File: config.mk
export PLATFORM = sky130hd
export DESIGN_NAME = gf_inv_seq
export DESIGN_NICKNAME = d
export VERILOG_FILES = /design/src/rtl/gf_inv_pkg.sv /design/src/rtl/gf_mult.sv /design/src/rtl/gf_square.sv /design/src/rtl/gf_inv_ctrl.sv /design/src/rtl/gf_inv_seq.sv
export SDC_FILE = /design/constraint.sdc
export NUM_CORES = 1
export LEC_CHECK = 0
export BUFFER_PORTS_ARGS = -buffer_cell sky130_fd_sc_hd__buf_4
export CAP_MARGIN = 30
export CORE_AREA = 2 2 106 108
export CTS_CLUSTER_DIAMETER = 60
export DETAILED_ROUTE_END_ITERATION = 10
export DIE_AREA = 0 0 108 110
export GPL_ROUTABILITY_DRIVEN = 0
export PLACE_DENSITY = 0.52
export REMOVE_ABC_BUFFERS = 1
export SLEW_MARGIN = 20
export SYNTH_ARGS = -nofsm -noshare
export SYNTH_HDL_FRONTEND = slang
export SYNTH_SLANG_ARGS = --single-unit
File: constraint.sdc
create_clock -name clk -period 2.8 [get_ports clk]
set_input_delay 0.56 -clock clk [delete_from_list [all_inputs] [get_ports clk]]
set_output_delay 0.56 -clock clk [all_outputs]
set_load 0.01 [all_outputs]
File: src/rtl/gf_inv_pkg.sv
package gf_inv_pkg;

  typedef enum logic [2:0] {
    ST_IDLE = 3'd0,
    ST_DSQ  = 3'd1,
    ST_DMUL = 3'd2,
    ST_ASQ  = 3'd3,
    ST_AMUL = 3'd4,
    ST_FIN  = 3'd5,
    ST_DONE = 3'd6
  } inv_state_e;

  typedef enum logic [2:0] {
    OP_HOLD = 3'd0,
    OP_LOAD = 3'd1,
    OP_SQR  = 3'd2,
    OP_MULS = 3'd3,
    OP_MULA = 3'd4
  } inv_op_e;

  function automatic int ones_of(input int v);
    int n;
    n = 0;
    for (int i = 0; i < 32; i++) n += (v >> i) & 1;
    return n;
  endfunction

endpackage

File: src/rtl/gf_mult.sv
module gf_mult #(
  parameter int          M    = 8,
  parameter logic [M-1:0] POLY = 8'h2D
) (
  input  logic [M-1:0] x,
  input  logic [M-1:0] y,
  output logic [M-1:0] p
);
  // shift-and-add with reduction folded into each shift
  logic [M-1:0] part [M+1];
  logic [M-1:0] sh   [M+1];

  assign part[0] = '0;
  assign sh[0]   = x;

  for (genvar i = 0; i < M; i++) begin : g_row
    assign part[i+1] = part[i] ^ (y[i] ? sh[i] : '0);
    assign sh[i+1]   = {sh[i][M-2:0], 1'b0} ^ (sh[i][M-1] ? POLY : '0);
  end

  assign p = part[M];
endmodule

File: src/rtl/gf_square.sv
module gf_square #(
  parameter int          M    = 8,
  parameter logic [M-1:0] POLY = 8'h2D
) (
  input  logic [M-1:0] x,
  output logic [M-1:0] q
);
  localparam int WW = 2*M - 1;

  logic [WW-1:0] spread;

  // coefficient i moves to position 2i
  for (genvar i = 0; i < M; i++) begin : g_spread
    assign spread[2*i] = x[i];
    if (i < M-1) begin : g_gap
      assign spread[2*i+1] = 1'b0;
    end
  end

  // fold powers >= M back with the field polynomial, top down
  always_comb begin
    logic [WW-1:0] w;
    w = spread;
    for (int j = WW-1; j >= M; j--) begin
      if (w[j]) begin
        w[j-M +: M] = w[j-M +: M] ^ POLY;
        w[j]        = 1'b0;
      end
    end
    q = w[M-1:0];
  end
endmodule

File: src/rtl/gf_inv_ctrl.sv
module gf_inv_ctrl
  import gf_inv_pkg::*;
#(
  parameter int M = 8
) (
  input  logic    clk,
  input  logic    rst_n,
  input  logic    start,
  output inv_op_e op,
  output logic    sav_ld,
  output logic    busy,
  output logic    done
);
  localparam int L    = $clog2(M);           // bit length of M-1
  localparam int KW   = L + 1;
  localparam int BW   = (L > 2) ? $clog2(L) : 1;
  localparam int MULS = L + ones_of(M-1) - 2;
  localparam logic [KW-1:0] CHAIN = KW'(M-1);
  localparam logic [BW-1:0] BIDX0 = BW'((L > 1) ? L-2 : 0);

  inv_state_e    st_q, st_n;
  logic [KW-1:0] k_q, k_n;
  logic [KW-1:0] cnt_q, cnt_n;
  logic [BW-1:0] bidx_q, bidx_n;

  always_comb begin
    st_n   = st_q;
    k_n    = k_q;
    cnt_n  = cnt_q;
    bidx_n = bidx_q;
    op     = OP_HOLD;
    sav_ld = 1'b0;
    done   = 1'b0;
    unique case (st_q)
      ST_IDLE: if (start) begin
        op     = OP_LOAD;
        k_n    = KW'(1);
        cnt_n  = KW'(1);
        bidx_n = BIDX0;
        st_n   = (L > 1) ? ST_DSQ : ST_FIN;
      end
      ST_DSQ: begin
        op    = OP_SQR;
        cnt_n = cnt_q - KW'(1);
        if (cnt_q == KW'(1)) st_n = ST_DMUL;
      end
      ST_DMUL: begin
        op  = OP_MULS;
        k_n = k_q << 1;
        if (CHAIN[bidx_q]) st_n = ST_ASQ;
        else if (bidx_q == '0) st_n = ST_FIN;
        else begin
          sav_ld = 1'b1;
          bidx_n = bidx_q - BW'(1);
          cnt_n  = k_q << 1;
          st_n   = ST_DSQ;
        end
      end
      ST_ASQ: begin
        op   = OP_SQR;
        st_n = ST_AMUL;
      end
      ST_AMUL: begin
        op  = OP_MULA;
        k_n = k_q + KW'(1);
        if (bidx_q == '0) st_n = ST_FIN;
        else begin
          sav_ld = 1'b1;
          bidx_n = bidx_q - BW'(1);
          cnt_n  = k_q + KW'(1);
          st_n   = ST_DSQ;
        end
      end
      ST_FIN: begin
        op   = OP_SQR;
        st_n = ST_DONE;
      end
      ST_DONE: begin
        done = 1'b1;
        st_n = ST_IDLE;
      end
      default: st_n = ST_IDLE;
    endcase
  end

  always_ff @(posedge clk or negedge rst_n) begin
    if (!rst_n) begin
      st_q   <= ST_IDLE;
      k_q    <= '0;
      cnt_q  <= '0;
      bidx_q <= '0;
    end else begin
      st_q   <= st_n;
      k_q    <= k_n;
      cnt_q  <= cnt_n;
      bidx_q <= bidx_n;
    end
  end

  assign busy = (st_q != ST_IDLE);

  // multiplier-use counter, kept for the R7 check only
  logic [KW:0] mcnt_q;
  always_ff @(posedge clk or negedge rst_n) begin
    if (!rst_n) mcnt_q <= '0;
    else if (op == OP_LOAD) mcnt_q <= '0;
    else if (op == OP_MULS || op == OP_MULA) mcnt_q <= mcnt_q + 1'b1;
  end

  p_done_pulse_r4: assert property (@(posedge clk) disable iff (!rst_n)
    done |=> !done);

  p_mul_count_r7: assert property (@(posedge clk) disable iff (!rst_n)
    done |-> (mcnt_q == (KW+1)'(MULS)));

  p_accept_idle_r5: assert property (@(posedge clk) disable iff (!rst_n)
    (op == OP_LOAD) |-> !busy);
endmodule

File: src/rtl/gf_inv_seq.sv
module gf_inv_seq
  import gf_inv_pkg::*;
#(
  parameter int           M    = 8,
  parameter logic [M-1:0] POLY = 8'h2D
) (
  input  logic         clk,
  input  logic         rst_n,
  input  logic         start,
  input  logic [M-1:0] a_in,
  output logic         done,
  output logic [M-1:0] result
);
  inv_op_e      op;
  logic         sav_ld, busy;
  logic [M-1:0] a_q, acc_q, sav_q;
  logic [M-1:0] a_n, acc_n, sav_n;
  logic [M-1:0] sq_out, mul_out, mul_b;

  gf_inv_ctrl #(.M(M)) i_ctrl (
    .clk(clk), .rst_n(rst_n), .start(start),
    .op(op), .sav_ld(sav_ld), .busy(busy), .done(done)
  );

  assign mul_b = (op == OP_MULA) ? a_q : sav_q;

  gf_mult #(.M(M), .POLY(POLY)) i_mul (.x(acc_q), .y(mul_b), .p(mul_out));
  gf_square #(.M(M), .POLY(POLY)) i_sqr (.x(acc_q), .q(sq_out));

  always_comb begin
    a_n   = a_q;
    acc_n = acc_q;
    sav_n = sav_q;
    unique case (op)
      OP_LOAD: begin
        a_n   = a_in;
        acc_n = a_in;
        sav_n = a_in;
      end
      OP_SQR:  acc_n = sq_out;
      OP_MULS, OP_MULA: begin
        acc_n = mul_out;
        if (sav_ld) sav_n = mul_out;
      end
      default: ;
    endcase
  end

  always_ff @(posedge clk or negedge rst_n) begin
    if (!rst_n) begin
      a_q   <= '0;
      acc_q <= '0;
      sav_q <= '0;
    end else begin
      a_q   <= a_n;
      acc_q <= acc_n;
      sav_q <= sav_n;
    end
  end

  assign result = acc_q;

  function automatic logic [M-1:0] chk_mul(input logic [M-1:0] x, input logic [M-1:0] y);
    logic [2*M-2:0] p;
    p = '0;
    for (int i = 0; i < M; i++) if (y[i]) p = p ^ ((2*M-1)'(x) << i);
    for (int j = 2*M-2; j >= M; j--) if (p[j]) p = p ^ ((2*M-1)'({1'b1, POLY}) << (j-M));
    return p[M-1:0];
  endfunction

  p_inverse_r2: assert property (@(posedge clk) disable iff (!rst_n)
    (done && a_q != '0) |-> (chk_mul(result, a_q) == M'(1)));

  p_zero_in_r3: assert property (@(posedge clk) disable iff (!rst_n)
    (done && a_q == '0) |-> (result == '0));

  p_opnd_kept_r5: assert property (@(posedge clk) disable iff (!rst_n)
    busy |=> $stable(a_q));

  p_hold_r6: assert property (@(posedge clk) disable iff (!rst_n)
    (done || (!busy && !start)) |=> $stable(result));
endmodule

; Yosys cells after proc, flatten, opt, wreduce, memory -nomap -nowiden
; Cells that the tools add are included.
[op_classes]
magnitude_cmp = 1
n_bitwise = 21
eq_ne = 18
mux = 49
n_addsub = 3
reduce_logical = 14
[ops]
columns = op, count
row1 = 8-bit XOR, 13
row2 = 6-bit 2-to-1 mux, 14
row3 = 8-bit 2-to-1 mux, 10
row4 = 4-bit inverter, 6
row5 = 8-bit case mux with 3 select lines, 1
row6 = 3-bit case mux with 6 select lines, 1
row7 = 4-bit 2-to-1 mux, 4
row8 = 4-bit case mux with 4 select lines, 1
row9 = 8-bit case mux with 2 select lines, 1
row10 = "3-bit by 2-bit equality test with 1-bit output, second input constant", 4
row11 = "3-bit equality test, second input constant", 4
row12 = 3-bit 2-to-1 mux, 4
row13 = 3-bit case mux with 4 select lines, 1
row14 = 4-bit case mux with 3 select lines, 1
row15 = "2-bit inequality test, second input constant", 4
row16 = 2-bit AND reduction, 4
row17 = 8-bit by 6-bit XOR with 8-bit output, 1
row18 = "3-bit by 1-bit equality test with 1-bit output, second input constant", 2
row19 = 2-bit 2-to-1 mux, 3
row20 = "2-bit by 1-bit inequality test with 1-bit output, second input constant", 3
row21 = 2-bit case mux with 3 select lines, 1
row22 = 3-bit nonzero test, 2
row23 = 1-bit 2-to-1 mux, 5
row24 = 5-bit AND reduction, 1
row25 = 15 further kinds, 15
[totals]
reg_bits = 37
inputBits = 11
output_inout_bits = 9

; Logic depth before layout (Yosys ltp)
[depth]
word_depth = 18
depth_mapped = 12
depth_no_buf = 10

; Modules after synthesis
; A second synthesis with hierarchy kept.
[hier_totals]
cells_unflattened = 437
area_unflattened_um2 = 4082.7
[by_module_without_submodules]
columns = mod, n_inst, area_each_um2, seq_area_each_um2, cells_each
row1 = gf_inv_seq, 1, 1602.8, 600.6, 137
row2 = gf_mult, 1, 1435.1, 0.0, 194
row3 = gf_inv_ctrl, 1, 929.6, 325.3, 98
row4 = gf_square, 1, 115.1, 0.0, 8

; Least setup slack after synthesis
; No wires, ideal clock.
[synth_path]
path_type = register to register
from = reg i_ctrl.st_q[0]
to = reg sav_q[0]
setup_ns = 0.123
arrival_ns = 2.301
setup_slack_ns = 0.376
required_time_ns = 2.677
stages_incl_launch_ff = 11
period_less_slack_ns = 2.424
path_cell_list = dfrtp_1 -> buf_6 -> nor3b_2 -> buf_6 -> mux2_4 -> a211o_1 -> a211o_1 -> and3_4 -> o21a_1 -> nor3_1 -> o21ai_1
[synth_between]
elab_chain_cells = 15
elab_cells_between_ends = 34
cone_classes = eq/ne: 9 / mux: 13 / bitwise: 7 / reduce/logical: 5
[synth_lines]
columns = item, line_no
row1 = start: declaration, gf_inv_ctrl.sv:21  ; inv_state_e st_q, st_n;
row2 = start signal: assignment, gf_inv_ctrl.sv:93  ; st_q <= st_n;
row3 = 3-bit by 2-bit equality test with 1-bit output (tied with other cells), gf_inv_ctrl.sv:34  ; unique case (st_q)
row4 = 3-bit OR reduction (no source line), n/a
row5 = 3-bit case mux with 4 select lines, gf_inv_ctrl.sv:34
row6 = 3-bit equality test, n/a
row7 = 8-bit 2-to-1 mux, gf_inv_seq.sv:25  ; assign mul_b = (op == OP_MULA) ? a_q : sav_q;
row8 = 8-bit 2-to-1 mux, gf_mult.sv:17  ; assign part[i+1] = part[i] ^ (y[i] ? sh[i] : '0);
row9 = 8-bit XOR (7 in a row), gf_mult.sv:17
row10 = 8-bit 2-to-1 mux, gf_inv_seq.sv:43  ; if (sav_ld) sav_n = mul_out;
row11 = 8-bit case mux with 2 select lines, gf_inv_seq.sv:34  ; unique case (op)
row12 = end signal: assignment, gf_inv_seq.sv:57  ; sav_q <= sav_n;
row13 = end: declaration, gf_inv_seq.sv:16  ; logic [M-1:0] a_q, acc_q, sav_q;
; Parallel ways exist; a longest one is shown, timed or not. The select of a mux whose other input is x is not followed.
; A chain may end at the register's enable or synchronous reset.

; Worst setup path in the final report
; Ends and elaborated chain as after synthesis.

==> impl_results.md <==
* Run status: finished clean
* Post-route ant nets at 0
* Setup Buffers After CTS at 0
* Max Freq at 383 MHz
* Die area at 11900 µm²
* Initial antenna violation count at 0
* Top FF cell, synth: dfrtp_1
* Crit-path max FO at 27
* Clock root cell: clkbuf_8
* Core Rows at 38
* Final Setup Violations at 0
* Number of inserted diodes at 0
* Final Skew at 0.00817 ns
* H-tree depth at 2
* Worst Max-Slew Pin Slew at 0.739 ns
* Startpoint Class: flip-flop
* # fillers at 1106
* GRT overflow at 0
* Post-synthesis cell type count at 63
* Core area at 10700 µm²
* Max-Slew Margin vs Limit at 50.4%
* First-pass GRT wire length at 18100 µm
* IO Count at 20
* WP data arrival at 2.80 ns
* HP Class: input port to async pin
* Vias per cell at 5.45
* EDFF count, synth at 0
* FF-to-FF End: sav_q[0]$_DFFE_PN0P_
* Reg2Reg Launch Point: i_ctrl.st_q[0]$_DFFE_PN0P_
* Max-capacitance violation count at 0
* Crit path capture type: flip-flop
* Final hold violation count at 0
* Routed WL at 10900 µm
* HPWL after DPL at 8270 µm
* Busiest grt layer: met2
* Chip Height at 110 µm
* Crit share post-route at 93.2%
* R2R Setup Slk at 0.19 ns
* Met2 Use GR at 33.6%
* Leading cell types in the layout, fill and taps excluded: nand2_1 (60), buf_4 (49), nor2_1 (47)
* Critical Path Max Stage Delay at 0.46 ns
* Port Buffers at 19
* CP cell instances: nor3b_4, buf_12, mux2_2, a211oi_1, o211ai_1, and3_4, o21a_1, nor3_1, o21ai_1
* Hold buffers post-CTS at 0
* Pin count of the biggest net entering global routing at 38
* Mapped Area at 3670 µm²
* PostCTS Resize Cnt at 0
* Async S/R FF share, synth at 100%
* CTS Buffer Depth at 2
* Initial Util at 34.3%
* Critical path type: flip-flop to flip-flop
* Vias in the first global route at 3394
* Flops & latches, synth at 37
* Clock buffers created by TritonCTS at 5
* Final Net Count at 503
* DRC viols at 0
* Crit path max-delay family: compound AO/OA/AOI/OAI gates
* Clock Latency Late Sink at 0.30 ns
* Cell count after synthesis at 458
* R2r worst-path depth at 9
* Clk slew on worst S/H paths at 0.08 ns
* Slew Viols, Final at 0
* CTS tree: built
* Commonest non-fill, non-tap cell in the layout: nand2_1
* Final hold slack at 0.216 ns
* DRT Pass-1 Iters at 4
* Met1 Usage GRT at 25.7%
* Die Wd at 108 µm
* Sequential share of the synthesized area at 25.2%
* Fin crit period at 2.61 ns
* WL/cell at 17.4 µm
* Synth Warn # at 0
* GRT Util Overall at 19.7%
* Slowest CP cell: mux2_2
* Syn Area/Cell at 8.02 µm²
* RSZ-0062 raised after global routing: false
* Clock sinks at 37
* Crit path required time at 2.99 ns
* Via Count at 3420
* Area Overhead vs Synth at 13.5%
* GRT met3 Usage at 3.12%
* Proportion of layout cells with a drive suffix above 1 at 16.0%
* WP buf/inv at 1
* CP Depth at 9
* Initial DRC Count at 148
==> worst max path at each step <==
stage	start	endpoint
finish	i_ctrl.st_q[0]$_DFFE_PN0P_	sav_q[0]$_DFFE_PN0P_
global route	i_ctrl.st_q[0]$_DFFE_PN0P_	sav_q[0]$_DFFE_PN0P_
CTS	i_ctrl.st_q[0]$_DFFE_PN0P_	sav_q[0]$_DFFE_PN0P_
detailed placement	i_ctrl.st_q[0]$_DFFE_PN0P_	sav_q[0]$_DFFE_PN0P_
global placement	i_ctrl.st_q[0]$_DFFE_PN0P_	sav_q[0]$_DFFE_PN0P_
floorplan	i_ctrl.st_q[0]$_DFFE_PN0P_	sav_q[0]$_DFFE_PN0P_
==> logic make-up after synthesis <==
logic type / Yosys count / share of synthesized area (%)
AND/OR/NAND/NOR: 161 / 19.9
AO/OA/AOI/OAI: 127 / 23.1
buffers and inverters: 43 / 5.79
multiplexers: 25 / 8.08
adder cells (fa/ha/maj): 6 / 2.04
XOR/XNOR: 59 / 15.8
flip-flops: 37 / 25.2
==> layer usage <==
metal	vias to the layer above	routed length, µm
li1	1682	-
met1	1634	5000
met2	87	5070
met3	17	561
met4	0	249
met5	-	0
==> worst register-to-register path: stages (launching register included) <==
cell	delay, ns
dfrtp_1	0.41
nor3b_4	0.23
buf_12	0.23
mux2_2	0.48
a211oi_1	0.34
o211ai_1	0.17
and3_4	0.20
o21a_1	0.20
nor3_1	0.18
o21ai_1	0.07
==> sequential cells by signal (all words and copies together) (netlist names) <==
register       cells
a_q                8
result             8
sav_q              8
i_ctrl.cnt_q       4
i_ctrl.k_q         4
i_ctrl.st_q        3
i_ctrl.bidx_q      2
==> Yosys cell counts, drive strengths merged (2+ instances only) <==
| master | number | area share (%) |
|---|---|---|
| ha | 6 | 2.0 |
| o31ai | 3 | 0.61 |
| xor2 | 10 | 2.4 |
| mux2 | 8 | 2.6 |
| nand2 | 60 | 6.1 |
| or2 | 3 | 0.51 |
| xnor2 | 45 | 11 |
| nor3 | 14 | 2.0 |
| a21o | 5 | 1.0 |
| a211oi | 3 | 0.61 |
| xnor3 | 3 | 1.8 |
| a22oi | 10 | 2.0 |
| a211o | 2 | 0.48 |
| mux2i | 17 | 5.5 |
| o41ai | 2 | 0.48 |
| nor2 | 47 | 4.8 |
| nand2b | 10 | 1.7 |
| o221ai | 3 | 0.72 |
| o22ai | 4 | 0.68 |
| clkbuf | 12 | 1.2 |
| a221oi | 6 | 1.4 |
| nand3 | 11 | 1.5 |
| buf | 17 | 3.1 |
| nor3b | 3 | 0.75 |
| a21oi | 24 | 3.3 |
| and2 | 4 | 0.68 |
| o211ai | 11 | 2.2 |
| nor2b | 5 | 0.85 |
| o21ai | 27 | 3.7 |
| inv | 14 | 1.4 |
| o221a | 2 | 0.61 |
| o21a | 3 | 0.61 |
| a31o | 3 | 0.72 |
| a31oi | 10 | 1.7 |
| dfrtp | 37 | 25 |
==> area by class of cell <==
class                      instances  area, µm²  share of cell area, %
clock inverter                     3       17.5                  0.420
tap                              140        175                   4.20
clock buffer                       5       68.8                   1.65
sequential                        37        926                   22.2
inverter                          14       52.6                   1.26
timing repair buffer              50        388                   9.31
multi-input combinational        378       2540                   60.9
==> through the flow <==
| step | instance area (µm²) | utilization [%] | worst slack, ns | TNS (ns) | std cells |
|---|---|---|---|---|---|
| 2_1_floorplan | 3510 | - | -1.13 | -14.95 | 429 |
| 3_3_place_gp | 4080 | 38.1 | 0.254 | 0 | 619 |
| 3_5_place_dp | 4080 | 38.1 | 0.222 | 0 | 619 |
| 4_1_cts | 4170 | 38.9 | 0.192 | 0 | 627 |
| 5_1_grt | 4170 | 38.9 | 0.0618 | 0 | 627 |
| 6_report | 4170 | 38.9 | 0.189 | 0 | 627 |
Power is left out: the tool's default activity adds up to more than one toggle a clock period on the data nets, which glitch-free logic cannot reach.
